### src/rtl/erb_pkg.sv
package erb_pkg;
  typedef logic signed [63:0] wide_t;

  function automatic wide_t sat(input wide_t v, input wide_t lo, input wide_t hi);
    if (v < lo) return lo;
    if (v > hi) return hi;
    return v;
  endfunction
endpackage

### src/rtl/erb_store.sv
module erb_store #(
  parameter int DATA_W = 24,
  parameter int AW     = 6,
  localparam int DEPTH = 1 << AW,
  localparam int CNT_W = AW + 1
) (
  input  logic              clk,
  input  logic              rst_n,
  input  logic              wr_req,
  input  logic [DATA_W-1:0] wr_data,
  input  logic              rd_req,
  output logic [DATA_W-1:0] rd_data,
  output logic              rd_strobe,
  output logic [CNT_W-1:0]  count,
  output logic              ovf,
  output logic              unf
);
  logic [DATA_W-1:0] mem [DEPTH];
  logic [AW-1:0]     wptr, rptr;
  logic              is_full, is_empty;
  logic              wr_ok, wr_drop, rd_ok, rd_empty;

  assign is_full  = (count == CNT_W'(DEPTH));
  assign is_empty = (count == '0);
  assign wr_ok    = wr_req && !is_full;
  assign wr_drop  = wr_req && is_full;
  assign rd_ok    = rd_req && !is_empty;
  assign rd_empty = rd_req && is_empty;

  always_ff @(posedge clk) begin
    if (wr_ok) mem[wptr] <= wr_data;
  end

  always_ff @(posedge clk) begin
    if (!rst_n) begin
      wptr      <= '0;
      rptr      <= '0;
      count     <= '0;
      rd_data   <= '0;
      rd_strobe <= 1'b0;
      ovf       <= 1'b0;
      unf       <= 1'b0;
    end else begin
      rd_strobe <= rd_req;
      if (wr_ok) wptr <= wptr + 1'b1;
      if (rd_ok) begin
        rptr    <= rptr + 1'b1;
        rd_data <= mem[rptr];
      end
      count <= count + CNT_W'(wr_ok) - CNT_W'(rd_ok);
      if (wr_drop)  ovf <= 1'b1;
      if (rd_empty) unf <= 1'b1;
    end
  end

  AST_FILL_BOUND: assert property (@(posedge clk) disable iff (!rst_n)
    count <= CNT_W'(DEPTH));
  AST_DROP_HOLDS: assert property (@(posedge clk) disable iff (!rst_n)
    wr_drop |=> count <= $past(count));
  AST_OVF_STICKY: assert property (@(posedge clk) disable iff (!rst_n)
    ovf |=> ovf);
  AST_UNF_STICKY: assert property (@(posedge clk) disable iff (!rst_n)
    unf |=> unf);
  AST_EMPTY_REPEAT: assert property (@(posedge clk) disable iff (!rst_n)
    rd_empty |=> (rd_data == $past(rd_data)) && unf);
endmodule

### src/rtl/erb_nco.sv
module erb_nco #(
  parameter int ACC_W = 32
) (
  input  logic             clk,
  input  logic             rst_n,
  input  logic             en,
  input  logic [ACC_W-1:0] inc,
  output logic             carry
);
  logic [ACC_W-1:0] acc;
  logic [ACC_W:0]   sum;

  assign sum   = {1'b0, acc} + {1'b0, inc};
  assign carry = en && sum[ACC_W];

  always_ff @(posedge clk) begin
    if (!rst_n)  acc <= '0;
    else if (en) acc <= sum[ACC_W-1:0];
  end

  AST_NCO_IDLE: assert property (@(posedge clk) disable iff (!rst_n)
    !en |=> $stable(acc));
endmodule

### src/rtl/erb_rate_pi.sv
module erb_rate_pi
  import erb_pkg::*;
#(
  parameter int      ACC_W   = 32,
  parameter int      CNT_W   = 7,
  parameter int      HALF    = 32,
  parameter longint  NOM_INC = 64'd536870912,
  parameter int      KP_SH   = 24,
  parameter int      KI_SH   = 18,
  parameter longint  INT_LIM = 64'd4096
) (
  input  logic             clk,
  input  logic             rst_n,
  input  logic             update,
  input  logic [CNT_W-1:0] fill,
  output logic [ACC_W-1:0] inc
);
  localparam wide_t INC_MIN = wide_t'(NOM_INC / 2);
  localparam wide_t INC_MAX = wide_t'(NOM_INC + NOM_INC / 2);

  wide_t err, integ, integ_nx;

  function automatic logic [ACC_W-1:0] next_inc(input wide_t e, input wide_t i);
    wide_t raw;
    raw = wide_t'(NOM_INC) + (e <<< KP_SH) + (i <<< KI_SH);
    return ACC_W'(sat(raw, INC_MIN, INC_MAX));
  endfunction

  assign err      = wide_t'({1'b0, fill}) - wide_t'(HALF);
  assign integ_nx = sat(integ + err, -wide_t'(INT_LIM), wide_t'(INT_LIM));

  always_ff @(posedge clk) begin
    if (!rst_n) begin
      integ <= '0;
      inc   <= ACC_W'(NOM_INC);
    end else if (update) begin
      integ <= integ_nx;
      inc   <= next_inc(err, integ_nx);
    end
  end

  AST_INC_RANGE: assert property (@(posedge clk) disable iff (!rst_n)
    (wide_t'({1'b0, inc}) >= INC_MIN) && (wide_t'({1'b0, inc}) <= INC_MAX));
  AST_INC_HOLD: assert property (@(posedge clk) disable iff (!rst_n)
    !update |=> $stable(inc));
endmodule

### src/rtl/elastic_rate_buf.sv
module elastic_rate_buf #(
  parameter int     DATA_W  = 24,
  parameter int     AW      = 6,
  parameter int     ACC_W   = 32,
  parameter longint NOM_INC = 64'd536870912,
  parameter int     KP_SH   = 24,
  parameter int     KI_SH   = 18,
  parameter longint INT_LIM = 64'd4096,
  localparam int    DEPTH   = 1 << AW,
  localparam int    HALF    = DEPTH / 2,
  localparam int    CNT_W   = AW + 1
) (
  input  logic              clk,
  input  logic              rst_n,
  input  logic              in_valid,
  input  logic [DATA_W-1:0] in_data,
  output logic              out_strobe,
  output logic [DATA_W-1:0] out_data,
  output logic              locked,
  output logic [CNT_W-1:0]  fill,
  output logic              overflow,
  output logic              underflow
);
  logic             nco_carry;
  logic [ACC_W-1:0] nco_inc;
  logic             half_reached;

  assign half_reached = (fill >= CNT_W'(HALF));

  always_ff @(posedge clk) begin
    if (!rst_n) locked <= 1'b0;
    else if (half_reached) locked <= 1'b1;
  end

  erb_store #(.DATA_W(DATA_W), .AW(AW)) u_store (
    .clk(clk), .rst_n(rst_n),
    .wr_req(in_valid), .wr_data(in_data),
    .rd_req(nco_carry),
    .rd_data(out_data), .rd_strobe(out_strobe),
    .count(fill), .ovf(overflow), .unf(underflow)
  );

  erb_nco #(.ACC_W(ACC_W)) u_nco (
    .clk(clk), .rst_n(rst_n), .en(locked), .inc(nco_inc), .carry(nco_carry)
  );

  erb_rate_pi #(
    .ACC_W(ACC_W), .CNT_W(CNT_W), .HALF(HALF), .NOM_INC(NOM_INC),
    .KP_SH(KP_SH), .KI_SH(KI_SH), .INT_LIM(INT_LIM)
  ) u_pi (
    .clk(clk), .rst_n(rst_n), .update(nco_carry), .fill(fill), .inc(nco_inc)
  );

  AST_NO_READ_BEFORE_LOCK: assert property (@(posedge clk) disable iff (!rst_n)
    !locked |-> !out_strobe && (out_data == '0));
  AST_LOCK_STICKY: assert property (@(posedge clk) disable iff (!rst_n)
    locked |=> locked);
  AST_LOCK_ON_HALF: assert property (@(posedge clk) disable iff (!rst_n)
    (!locked && half_reached) |=> locked);
  AST_READ_ON_CARRY: assert property (@(posedge clk) disable iff (!rst_n)
    nco_carry |=> out_strobe);
endmodule

### config.mk
export PLATFORM = sky130hd
export DESIGN_NAME = elastic_rate_buf
export DESIGN_NICKNAME = d
export VERILOG_FILES = /design/src/rtl/erb_pkg.sv /design/src/rtl/erb_store.sv /design/src/rtl/erb_nco.sv /design/src/rtl/erb_rate_pi.sv /design/src/rtl/elastic_rate_buf.sv
export SDC_FILE = /design/constraint.sdc
export NUM_CORES = 2
export LEC_CHECK = 0
export ABC_AREA = 1
export ABC_CLOCK_PERIOD_IN_PS = 9700
export BUFFER_PORTS_ARGS = -buffer_cell sky130_fd_sc_hd__clkbuf_2
export CAP_MARGIN = 20
export CELL_PAD_IN_SITES_DETAIL_PLACEMENT = 0
export CELL_PAD_IN_SITES_GLOBAL_PLACEMENT = 2
export CORE_MARGIN = 1.5
export CORE_UTILIZATION = 41
export CTS_CLUSTER_SIZE = 24
export DETAILED_ROUTE_END_ITERATION = 10
export PLACE_DENSITY_LB_ADDON = 0.08
export SKIP_LAST_GASP = 1
export SLEW_MARGIN = 20
export SYNTH_ARGS = -nofsm -noshare
export SYNTH_HDL_FRONTEND = slang
export SYNTH_HIERARCHICAL = 1
export SYNTH_SLANG_ARGS = --single-unit
### constraint.sdc
create_clock -name clk -period 9.7 [get_ports clk]
set_input_delay 0.97 -clock clk [delete_from_list [all_inputs] [get_ports clk]]
set_output_delay 0.97 -clock clk [all_outputs]
set_load 0.02 [all_outputs]
==> metrics.txt <==
run status=complete, no violations; number of enable-type register cells in the synthesized netlist=1536; number of failing hold endpoints at the final stage=0; Critical-path top delay cell=dfxtp_1; 1st-pass router iterations=5; Static Leakage=about 38 nW; post-detailed-route count of antenna-violating nets=0; commonest non-fill, non-tap cell in the layout=nand2_1; proportion of synthesized flip-flops having asynchronous set or reset=0%; longest individual stage delay on the worst path=about 470 ps; worst-path fanout max=40; portion of the clock cycle consumed by the worst path in the final layout=88.6%; largest net degree at the start of global routing=188; via-per-instance ratio=5.12; H-tree lvl count=4; Synth Instances=9016; Starting DRT DRC Count=4762; met3 Use GR=2.67%; routed via count=60.6k; Worst Path Class, Setup=reg -> reg; crit path setup slack, layout=1100 ps; number of buffer cells added on primary ports=roughly 60; power density over the cells=around 230 mW/mm^2; die area=0.202 mm^2; Crit path max-delay family=simple AND/OR/NAND/NOR gates; drt wl/cell=about 22 um; number of I/O pins=62; worst slack at placement=616 ps; share of the core filled with cells=46.0%; arrival time of the worst setup path=slightly above 9000 ps; startpoint types=register; Ys Warns=6; post-synthesis cell area=0.0816 mm^2; CTS tree=done; dominant synthesized flop cell=edfxtp_1; Root Driver=clkbuf_16; Worst Hold Class=reg -> reg; Skew-Pair Late Insertion Delay=~850 ps; cell seen most often among critical-path stages=nand2_1; peak supply drop=0.000186 V; aggregate routed wire length=262000 um; number of remaining DRC errors=0; GR peak layer=met2; setup repair after global routing missed its margin=no; DIE WIDTH=449 um; worst slew pin tran=1130 ps; Setup Viol. Count Final=0; ratio of cells with drive above 1 in the final layout=6.69%; data required time of the critical path=10420 ps; half-perimeter wire length of the detailed placement result=155000 um; clk sinks=about 1.7k; sequential area share after synthesis=60.4%; Initial Utilization=between 40% and 50%; overflow left after global routing=0; highest-count cells in the layout ignoring fill and taps=nand2_1, edfxtp_1, nand3_1; overall die height=449 um; final weighted congestion of routability-driven global placement=0.942; flops & latches, synth=1693; met2 Resource Use GR=between 40% and 50%; global routing met1 resource utilization=34.8%; Crit. End Element=register; number of nets at the end of the flow=9188; initial antenna violation count=6; count of final max-slew check failures=0; average instance area after synthesis=9.05 um^2; clock-pin slew reported for the worst setup and hold paths after clock tree synthesis=60 ps; Placement Rows=163; GRT Resource Usage Total=25.6%; Max transition margin=approximately a quarter; Max-Cap Viols=0; Buf+Inv Stages, Crit Path=7; Synth cell types=59; Core ar.=0.197 mm^2; final period demand of the worst path=8600 ps; area grow syn2layout=11.3%; setup bufs post-CTS=0; total CTS buffers=188; first-pass GRT wire length=385000 um; maximum operating frequency=116 MHz; final-layout setup total negative slack=0 ps; setup clock skew after layout=approximately 64 ps; maximum count of clock buffers along a single path=3; number of global-route vias before repair=57.9k
## logic make-up (layout without fill, tap and decap cells)
kind of cell	after synthesis	in the layout	synth area share, %
xor+xnor	64	64	0.732
simple gates	5131	5131	25.6
compound gates	582	582	3.83
other cells	1	24	0.00460
buf+inv	1408	1556	7.26
flops	1693	1693	60.4
fa+ha+maj	137	137	2.14
## flip-flops by register name, summed over array words and instances (netlist names)
signal             cells
u_store/mem         1536
u_pi/integ            64
u_nco/acc             32
u_store/rd_data       24
u_pi/inc              14
u_store/count          7
u_store/rptr           6
u_store/wptr           6
locked                 1
u_store/ovf            1
u_store/rd_strobe      1
u_store/unf            1
## tightest hold or removal path, stage by stage (launching register included)
cell and delay [ps]:
dfxtp_1 310, nand2_1 50, o31ai_1 50
## final timing paths
kind	cells past startpoint	end	startpoint	slack, ps
worst max register to register	48	u_pi/inc[28]	u_store/count[6]	1100
worst max-delay path	48	u_pi/inc[28]	u_store/count[6]	1100
worst min-delay path	2	u_store/unf	u_store/unf	450
worst min register to register	2	u_store/unf	u_store/unf	450
## metal layers
metal	share of wire [%]	routed length, um	vias up
li1	-	-	29500
met1	44	116000	29400
met2	48	127000	1430
met3	4.5	11800	323
met4	2.7	7050	0
met5	0	0	-
## repair_timing
action	in CTS	in global routing
hold buffers	0	0
endpoints found under the hold margin	0	0
resized for setup	0	8
endpoints found under the setup margin	0	12
## power breakdown
part,switching [mW],internal (mW)
clock,3.06,4.15
combinational,3.53,1.60
sequential,0.0600,8.05
## cell usage after synthesis, types with 9 or more instances
cell | instances | share of area [%]
inv_2 | 14 | 0.064
nor2_1 | 966 | 4.4
inv_1 | 988 | 4.5
buf_4 | 52 | 0.48
o21ai_0 | 221 | 1.4
nand2_2 | 13 | 0.10
a211oi_1 | 41 | 0.38
buf_1 | 33 | 0.15
xnor2_1 | 22 | 0.24
xor2_1 | 38 | 0.41
o21bai_1 | 12 | 0.11
buf_2 | 148 | 0.91
buf_6 | 32 | 0.44
and2_1 | 9 | 0.069
nor2_2 | 16 | 0.12
nand4_1 | 38 | 0.29
clkbuf_1 | 135 | 0.62
nand3_1 | 1012 | 6.2
nand2_1 | 3011 | 14
edfxtp_1 | 1536 | 57
a21oi_1 | 277 | 1.7
dfxtp_1 | 157 | 3.9
nor3_1 | 32 | 0.20
ha_1 | 133 | 2.0
## through the flow
step | hold WS [ps] | std cells | power (mW) | instance area (um^2)
after floorplan | 423 | 9033 | 11.8 | 81600
after global placement | 443 | 11500 | 13.4 | 84600
after detailed placement | 448 | 11500 | 13.4 | 84600
after CTS | 461 | 11800 | 20.6 | 90800
after global routing | 479 | 11800 | 21.6 | 90800
final | 455 | 11800 | 20.4 | 90800
## final cells by class
class	instances	area, um^2
diodes	6	15.0
clock buffers	228	4940
clock inverters	119	1290
fillers	19000	107000
inverters	1006	3810
multi-input cells	5932	26700
flip-flops and latches	1693	49300
well taps	2640	3300
repair buffers	203	1490
Note: power is estimated with default switching activity, not from simulation.
